--- src/rtl/cs_demux_pkg.sv ---
`timescale 1ns/1ps
package cs_demux_pkg;

    typedef enum logic [2:0] {
        ST_IDLE  = 3'd0,
        ST_ISSUE = 3'd1,
        ST_WAIT  = 3'd2,
        ST_DONE  = 3'd3,
        ST_EMPTY = 3'd4
    } dmx_state_e;

    function automatic int idx_width(input int n);
        return (n > 1) ? $clog2(n) : 1;
    endfunction

endpackage

--- src/rtl/cs_demux_sync.sv ---
`timescale 1ns/1ps
module cs_demux_sync #(
    parameter int CH_N = 3
) (
    input  logic            clk,
    input  logic            rst_n,
    input  logic [CH_N-1:0] cs_n,
    output logic [CH_N-1:0] en_q
);

    // Chip-selects are active low; channel enables come up disabled.
    always_ff @(posedge clk or negedge rst_n) begin
        if (!rst_n) begin
            en_q <= '0;
        end else begin
            en_q <= ~cs_n;
        end
    end

endmodule

--- src/rtl/cs_demux_prio.sv ---
`timescale 1ns/1ps
module cs_demux_prio #(
    parameter int CH_N  = 3,
    parameter int IDX_W = 2
) (
    input  logic [CH_N-1:0]  en,
    output logic             any_en,
    output logic [IDX_W-1:0] pick_idx
);

    logic [CH_N:0]   seen;
    logic [CH_N-1:0] grant;

    assign seen[0] = 1'b0;

    // Lower index masks every higher index.
    for (genvar i = 0; i < CH_N; i++) begin : g_pick
        assign seen[i+1] = seen[i] | en[i];
        assign grant[i]  = en[i] & ~seen[i];
    end

    assign any_en = seen[CH_N];

    always_comb begin
        pick_idx = '0;
        for (int k = 0; k < CH_N; k++) begin
            if (grant[k]) begin
                pick_idx = IDX_W'(k);
            end
        end
    end

endmodule

--- src/rtl/cs_demux_fsm.sv ---
`timescale 1ns/1ps
module cs_demux_fsm
    import cs_demux_pkg::*;
#(
    parameter int DATA_W = 32,
    parameter int IDX_W  = 2
) (
    input  logic              clk,
    input  logic              rst_n,
    input  logic              req_valid,
    input  logic [DATA_W-1:0] req_data,
    input  logic              any_en,
    input  logic [IDX_W-1:0]  pick_idx,
    input  logic              sel_rsp_valid,
    input  logic [DATA_W-1:0] sel_rsp_data,
    output dmx_state_e        state,
    output logic [IDX_W-1:0]  sel_idx,
    output logic [DATA_W-1:0] req_word,
    output logic              issue,
    output logic              rsp_valid,
    output logic [DATA_W-1:0] rsp_data
);

    dmx_state_e        nxt;
    logic [DATA_W-1:0] rsp_word;

    // State register
    always_ff @(posedge clk or negedge rst_n) begin
        if (!rst_n) begin
            state <= ST_IDLE;
        end else begin
            state <= nxt;
        end
    end

    // Transitions
    always_comb begin
        nxt = state;
        unique case (state)
            ST_IDLE: begin
                if (req_valid) begin
                    nxt = any_en ? ST_ISSUE : ST_EMPTY;
                end
            end
            ST_ISSUE: nxt = ST_WAIT;
            ST_WAIT: begin
                if (sel_rsp_valid) begin
                    nxt = ST_DONE;
                end
            end
            ST_DONE:  nxt = ST_IDLE;
            ST_EMPTY: nxt = ST_IDLE;
            default:  nxt = ST_IDLE;
        endcase
    end

    // Channel, request word and response word captures
    always_ff @(posedge clk or negedge rst_n) begin
        if (!rst_n) begin
            sel_idx  <= '0;
            req_word <= '0;
            rsp_word <= '0;
        end else begin
            if (state == ST_IDLE && req_valid) begin
                sel_idx  <= pick_idx;
                req_word <= req_data;
            end
            if (state == ST_WAIT && sel_rsp_valid) begin
                rsp_word <= sel_rsp_data;
            end
        end
    end

    // Outputs
    always_comb begin
        issue     = 1'b0;
        rsp_valid = 1'b0;
        rsp_data  = '0;
        unique case (state)
            ST_IDLE:  ;
            ST_ISSUE: issue = 1'b1;
            ST_WAIT:  ;
            ST_DONE: begin
                rsp_valid = 1'b1;
                rsp_data  = rsp_word;
            end
            ST_EMPTY: rsp_valid = 1'b1;
            default:  ;
        endcase
    end

endmodule

--- src/rtl/cs_demux_route.sv ---
`timescale 1ns/1ps
module cs_demux_route #(
    parameter int CH_N   = 3,
    parameter int DATA_W = 32,
    parameter int IDX_W  = 2
) (
    input  logic                   issue,
    input  logic [IDX_W-1:0]       sel_idx,
    input  logic [DATA_W-1:0]      req_word,
    output logic [CH_N-1:0]        dn_req_valid,
    output logic [DATA_W-1:0]      dn_req_data,
    input  logic [CH_N-1:0]        dn_rsp_valid,
    input  logic [CH_N*DATA_W-1:0] dn_rsp_data,
    output logic                   sel_rsp_valid,
    output logic [DATA_W-1:0]      sel_rsp_data
);

    for (genvar i = 0; i < CH_N; i++) begin : g_fan
        assign dn_req_valid[i] = issue && (sel_idx == IDX_W'(i));
    end

    assign dn_req_data = req_word;

    always_comb begin
        sel_rsp_valid = 1'b0;
        sel_rsp_data  = '0;
        for (int k = 0; k < CH_N; k++) begin
            if (sel_idx == IDX_W'(k)) begin
                sel_rsp_valid = dn_rsp_valid[k];
                sel_rsp_data  = dn_rsp_data[k*DATA_W +: DATA_W];
            end
        end
    end

endmodule

--- src/rtl/cs_word_demux.sv ---
`timescale 1ns/1ps
module cs_word_demux
    import cs_demux_pkg::*;
#(
    parameter int CH_N   = 3,
    parameter int DATA_W = 32
) (
    input  logic                   clk,
    input  logic                   rst_n,
    input  logic [CH_N-1:0]        cs_n,
    input  logic                   req_valid,
    input  logic [DATA_W-1:0]      req_data,
    output logic                   rsp_valid,
    output logic [DATA_W-1:0]      rsp_data,
    output logic [CH_N-1:0]        dn_req_valid,
    output logic [DATA_W-1:0]      dn_req_data,
    input  logic [CH_N-1:0]        dn_rsp_valid,
    input  logic [CH_N*DATA_W-1:0] dn_rsp_data
);

    localparam int IDX_W = idx_width(CH_N);

    logic [CH_N-1:0]   en_q;
    logic              any_en;
    logic [IDX_W-1:0]  pick_idx;
    logic [IDX_W-1:0]  sel_idx;
    logic [DATA_W-1:0] req_word;
    logic              issue;
    logic              sel_rsp_valid;
    logic [DATA_W-1:0] sel_rsp_data;
    dmx_state_e        fsm_state;

    cs_demux_sync #(.CH_N(CH_N)) u_sync (
        .clk   (clk),
        .rst_n (rst_n),
        .cs_n  (cs_n),
        .en_q  (en_q)
    );

    cs_demux_prio #(.CH_N(CH_N), .IDX_W(IDX_W)) u_prio (
        .en       (en_q),
        .any_en   (any_en),
        .pick_idx (pick_idx)
    );

    cs_demux_fsm #(.DATA_W(DATA_W), .IDX_W(IDX_W)) u_fsm (
        .clk           (clk),
        .rst_n         (rst_n),
        .req_valid     (req_valid),
        .req_data      (req_data),
        .any_en        (any_en),
        .pick_idx      (pick_idx),
        .sel_rsp_valid (sel_rsp_valid),
        .sel_rsp_data  (sel_rsp_data),
        .state         (fsm_state),
        .sel_idx       (sel_idx),
        .req_word      (req_word),
        .issue         (issue),
        .rsp_valid     (rsp_valid),
        .rsp_data      (rsp_data)
    );

    cs_demux_route #(.CH_N(CH_N), .DATA_W(DATA_W), .IDX_W(IDX_W)) u_route (
        .issue         (issue),
        .sel_idx       (sel_idx),
        .req_word      (req_word),
        .dn_req_valid  (dn_req_valid),
        .dn_req_data   (dn_req_data),
        .dn_rsp_valid  (dn_rsp_valid),
        .dn_rsp_data   (dn_rsp_data),
        .sel_rsp_valid (sel_rsp_valid),
        .sel_rsp_data  (sel_rsp_data)
    );

endmodule

--- config.mk ---
export PLATFORM = sky130hd
export DESIGN_NAME = cs_word_demux
export DESIGN_NICKNAME = d
export VERILOG_FILES = /design/src/rtl/cs_demux_pkg.sv /design/src/rtl/cs_demux_sync.sv /design/src/rtl/cs_demux_prio.sv /design/src/rtl/cs_demux_fsm.sv /design/src/rtl/cs_demux_route.sv /design/src/rtl/cs_word_demux.sv
export SDC_FILE = /design/constraint.sdc
export NUM_CORES = 1
export LEC_CHECK = 0
export ABC_CLOCK_PERIOD_IN_PS = 2800
export BUFFER_PORTS_ARGS = -buffer_cell sky130_fd_sc_hd__buf_2
export CORE_MARGIN = 2
export CORE_UTILIZATION = 48
export DETAILED_ROUTE_END_ITERATION = 8
export PLACE_DENSITY = 0.91
export SLEW_MARGIN = 40
export SYNTH_ARGS = -nofsm -noshare
export SYNTH_HDL_FRONTEND = slang
export SYNTH_SLANG_ARGS = --single-unit
export TNS_END_PERCENT = 5
--- constraint.sdc ---
create_clock -name clk -period 2.8 [get_ports clk]
set_input_delay 0.28 -clock clk [delete_from_list [all_inputs] [get_ports clk]]
set_output_delay 0.28 -clock clk [all_outputs]
set_load 0.02 [all_outputs]
---- Word-level counts from Yosys, hierarchy flattened ----
Cells that the tools add are included.
operators by class
  equality and inequality tests ........... 8
  multiplexer cells ....................... 15
  bitwise operators ....................... 7
  reductions and logical operators ........ 9
operators by type and width
  operator                                                                 count
  32-bit 2-to-1 mux                                                        4
  3-bit 2-to-1 mux                                                         3
  3-bit case mux with 3 select lines                                       1
  3-bit by 2-bit == test with 1-bit output, second input constant          2
  1-bit 2-to-1 mux                                                         6
  1-bit logical AND                                                        5
  3-bit by 1-bit == test with 1-bit output, second input constant          1
  3-bit == test, second input constant                                     1
  3-bit logical NOT                                                        1
  3-bit NOT                                                                1
  1-bit bitwise AND                                                        2
  2-bit by 1-bit == test with 1-bit output, second input constant          1
  2-bit == test, second input constant                                     1
  2-bit logical NOT                                                        1
  2-bit 2-to-1 mux                                                         1
  2-bit by 1-bit inequality test with 1-bit output, second input constant  1
  2-bit inequality test, second input constant                             1
  1-bit NOT                                                                2
  1-bit bitwise OR                                                         2
  2-bit AND reduction                                                      1
  2-bit OR reduction                                                       1
storage, ports and cells
  flip-flop bits (word level) ............. 72
  output and inout bits ................... 68
  word-level logic and storage cells ...... 44

---- Logic depth before layout (Yosys ltp) ----
  depth after elaboration ................. 6
  depth in mapped cells ................... 7
  gate-level depth less buffers ........... 4

---- By module ----
Synthesis repeated with hierarchy kept, for this count alone.
second synthesis, totals
  cell total of the unflattened synthesis .. 314
  area total of the unflattened synthesis .. 4152.7 um^2
by module, submodules not included
  module          instances  cells an instance  area an instance (um^2)
  cs_demux_fsm    1          191                2966.6
  cs_demux_route  1          114                1079.8
  cs_demux_sync   1          6                  86.3
  cs_demux_prio   1          3                  20.0

---- Least setup slack after synthesis ----
OpenSTA, ideal clock, no wires.
  kind .................................... register -> output
  start ................................... reg u_fsm.state[1]
  end ..................................... out dn_req_valid[0]
  data arrival time ....................... 1445 ps
  required time ........................... 2520 ps
  path slack .............................. 1075 ps
  cell stages (with the launch flop) ...... 4
  buffers on the path ..................... 1
  cell sequence ........................... dfrtp_1 -> clkbuf_1 -> or3b_2 -> nor3_1
between the ends
  longest elaborated chain between the ends .. 3
ends and longest elaborated chain
  element                                   line                  text
  from (decl)                               cs_demux_fsm.sv:16    output dmx_state_e state,
  from (signal assigned)                    cs_demux_fsm.sv:32    state <= nxt;
  3-bit by 1-bit == test with 1-bit output  cs_demux_fsm.sv:79    unique case (state)
  1-bit 2-to-1 mux                          cs_demux_fsm.sv:79
  1-bit logical AND                         cs_demux_route.sv:19  assign dn_req_valid[i] = issue && (sel_idx == IDX_W'(i));
  to (decl)                                 cs_word_demux.sv:15   output logic [CH_N-1:0] dn_req_valid,
No other way between the ends.

---- Worst setup path after layout ----
  start ................................... reg u_fsm.state[1]
  end ..................................... out rsp_data[6]
between the ends
  longest elaborated chain between the ends .. 2
ends and longest elaborated chain
  element                                   line                 text
  3-bit by 2-bit == test with 1-bit output  cs_demux_fsm.sv:79
  32-bit 2-to-1 mux                         cs_demux_fsm.sv:79
  to (decl)                                 cs_word_demux.sv:14  output logic [DATA_W-1:0] rsp_data,
No other way between the ends.

==> flow_metrics.py <==
metrics = {
    "sta": {
        "timing.final.ws_setup_ns": 0.646,
        "slew_headroom_pct": 52.8,
        "timing.setup.tns_ns": 0,
        "skew_ns": 0.00932,
        "setup_viol_count_final": 0,
        "whs_ns": 0.0729,
        "timing.fmax_mhz": 464,
        "tightest_slew_ns": 0.709,
        "hold_viol": 0,
        "period_minus_slack_ns": 2.15,
        "finalCritPeriodShare_pct": 76.9,
        "slew_viol_final": 0,
        "rsz0062_at_grt": "no",
    },
    "setup_path": {
        "rr_endpoint": "u_fsm.rsp_word[11]$_DFFE_PN0P_",
        "crit_buf_inv": 2,
        "path_class": "flop to primary output",
        "required_ns": 2.52,
        "reg2reg_slack_ns": 0.80,
        "critical_path_arrival_ns": 1.87,
        "critPathMaxStageDelay_ns": 0.48,
        "crit_family": "simple AND/OR/NAND/NOR gates",
        "crit_path_cell_trace": "nand2_1 -> nor2_2 -> buf_4 -> and2_1 -> buf_2",
        "cp_slowest_cell": "dfrtp_1",
        "cp-start-kind": "flop",
        "reg2reg_depth": 4,
        "r2r-start": "u_fsm.sel_idx[0]$_DFFE_PN0P_",
        "crit_path_end_kind": "primary output",
        "path_max_fanout": 20,
    },
    "hold_path": {
        "hp-class": "input pin to flop",
        "holdPathEnd": "u_sync.en_q[2]$_DFF_PN0_",
        "hold_path_startpoint": "cs_n[2]",
        "worstHoldPathCells": 2,
    },
    "cts": {
        "cts_made_buffers": 9,
        "root_buffer": "clkbuf_8",
        "clock_sinks": 72,
        "clockBufferDepth": 2,
        "insertion_delay_ns": 0.34,
        "clk_pin_slew_worst_paths_ns": 0.08,
        "cts_tree": "built",
        "htree_num_levels": 3,
    },
    "power_and_ir_drop": {
        "powerDensity_nw_per_um2": 1050,
        "vdd_drop_max_uv": 688,
        "p_leak_nw": 2.46,
    },
    "cells_and_area": {
        "num_antenna_cells": 0,
        "drive_gt1_share_pct": 55.0,
        "area_delta_synth_final_pct": 35.4,
        "nets": 659,
        "final_util_pct": 67.7,
        "multi_input_area_um2": 1710,
        "final_cells": 626,
        "fillers": 570,
        "seqCellArea_um2": 1800,
    },
    "synthesis": {
        "synth_nets": 457,
        "synthXorXnorAreaFrac_pct": 0.240,
        "synth.distinct_cells": 27,
        "yosys.area_share.adder_pct": 0,
        "yosys_warnings": 0,
        "syn_area_um2": 3650,
        "synth_cells": 320,
        "yosysSeqAreaShare_pct": 49.4,
        "synth_top_family_by_area": "multiplexers",
        "syn-mean-instance-area_um2": 11.4,
        "synth_compound_area_share_pct": 6.11,
        "synth_seq_cells": 72,
        "muxShareOfSynthArea_pct": 28.8,
        "yosys.area_share.simple_pct": 11.4,
    },
    "run": {
        "max_cap_viol_count": 0,
    },
    "drt": {
        "vias": 3112,
        "drc": 0,
        "wl_per_cell_um": 15.0,
        "wl_um": 9380,
        "drt_iter0_markers": 77,
        "antenna_left": 0,
        "vias_per_cell": 4.97,
        "firstDrtPassIters": 4,
    },
    "global_route": {
        "grt-ovfl-total": 0,
        "grt_pass1_wl_um": 15200,
        "grtUsageTotal_pct": 22.8,
        "grt_max_degree": 43,
        "first_global_vias": 3284,
        "antenna_found_initial": 0,
    },
    "place": {
        "port_buffers": 204,
        "dpl.hpwl_um": 7250,
        "pre_cts_ws_ns": 0.822,
        "dp.cells": 609,
        "place_congestion": 0.758,
    },
    "run_status": {
        "outcome": "finished, final reports clean",
    },
    "floorplanning": {
        "initial_utilization_pct": 50.0,
        "fp.dieW_um": 91.2,
        "dieArea_um2": 8310,
        "rows": 31,
        "pin_count": 205,
        "coreArea_um2": 7290,
        "die_height_um": 91.2,
    },
}
## power breakdown
part	internal (mW)	switching [mW]	total (mW)
logic	1.20	1.36	2.57
clock network	0.321	0.391	0.712
registers	1.55	0.352	1.91
## per-stage QoR
stage          power [mW]  instance area [µm²]
3_5_place_dp         4.51                 4760
5_1_grt              5.53                 4940
3_3_place_gp         4.35                 4760
6_report             5.19                 4940
2_1_floorplan        3.70                 3650
4_1_cts              5.23                 4940
## per-layer routing
| metal | global-route usage (%) | part of all wire [%] | vias to the layer above | wire, µm |
|---|---|---|---|---|
| met2 | 40.4 | 50 | 142 | 4720 |
| met1 | 25.4 | 39 | 1455 | 3680 |
| li1 | - | - | 1496 | - |
| met4 | 8.96 | 1.6 | 0 | 150 |
| met3 | 7.14 | 8.9 | 19 | 839 |
| met5 | 0 | 0 | - | 0 |
## area by class of cell
cell class / instances / share of cell area, %
flip-flops and latches: 72 / 36.5
repair buffers: 214 / 22.5
well taps: 99 / 2.51
multi-input cells: 220 / 34.6
clock buffers: 9 / 2.51
inverters: 5 / 0.380
clock inverters: 7 / 0.963
## layout by cell type (no fill, tap or decap), drive strengths merged, types with 2 or more instances in the layout
cell / count
buf: 213
dfrtp: 72
mux2: 64
nand2: 35
o21ai: 35
mux2i: 33
and2: 32
clkbuf: 9
inv: 6
nor2: 5
clkinv: 4
nor3: 3
clkinvlp: 2
## worst reg2reg max path, stage by stage (launching register included)
cell and delay (ns):
dfrtp_2 0.70, mux2i_1 0.24, a211oi_4 0.28, buf_4 0.28, mux2_2 0.37
## cell usage after synthesis
| library cell | count | area (µm²) |
|---|---|---|
| nand2_1 | 35 | 131 |
| mux2i_1 | 33 | 330 |
| nor2_1 | 5 | 18.8 |
| and3b_1 | 1 | 8.76 |
| a21o_1 | 1 | 7.51 |
| nor3_1 | 3 | 15.0 |
| inv_1 | 5 | 18.8 |
| nand3_1 | 1 | 5.00 |
| or3b_2 | 1 | 8.76 |
| buf_4 | 1 | 7.51 |
| dfrtp_1 | 72 | 1800 |
| and2_1 | 32 | 200 |
| clkbuf_1 | 8 | 30.0 |
| or2_2 | 1 | 6.26 |
| buf_6 | 3 | 33.8 |
| nor2b_1 | 1 | 6.26 |
| nor4b_1 | 1 | 8.76 |
| o31a_1 | 1 | 8.76 |
| a21oi_1 | 1 | 5.00 |
| xnor2_1 | 1 | 8.76 |
| mux2_2 | 54 | 608 |
| nand3b_1 | 1 | 7.51 |
| a211oi_4 | 1 | 20.0 |
| a31oi_1 | 1 | 6.26 |
| mux2_1 | 10 | 113 |
| buf_2 | 11 | 55.1 |
| o21ai_0 | 35 | 175 |
## registers in the layout, indices dropped and copies added (netlist names)
| name | flops |
|---|---|
| u_sync.en_q | 3 |
| u_fsm.sel_idx | 2 |
| u_fsm.state | 3 |
| u_fsm.req_word | 32 |
| u_fsm.rsp_word | 32 |
## cells by family (layout without fill, tap and decap cells)
kind of cell,Yosys count,count (layout)
AND/OR/NAND/NOR,82,82
flip-flops,72,72
multiplexers,97,97
XOR/XNOR,1,1
AO/OA/AOI/OAI,40,40
buffers and inverters,28,235
## how the worst max path moves through the flow
stage	from	cells past startpoint	end
after global routing	u_fsm.state[1]$_DFFE_PN0P_	5	rsp_data[1]
after global placement	u_fsm.sel_idx[0]$_DFFE_PN0P_	4	u_fsm.rsp_word[11]$_DFFE_PN0P_
final	u_fsm.state[1]$_DFFE_PN0P_	5	rsp_data[6]
after detailed placement	u_fsm.sel_idx[0]$_DFFE_PN0P_	4	u_fsm.rsp_word[11]$_DFFE_PN0P_
after CTS	u_fsm.state[1]$_DFFE_PN0P_	5	rsp_data[6]
after floorplan	u_fsm.state[1]$_DFFE_PN0P_	3	dn_req_valid[0]
## repair_timing
action | 4_1_cts | 5_1_grt
hold endpoints to repair | 6 | 0
gates resized for setup | 0 | 0
hold buffers | 1 | 0
buffers inserted | 0 | 0
Note: power is estimated with default switching activity, not from simulation.
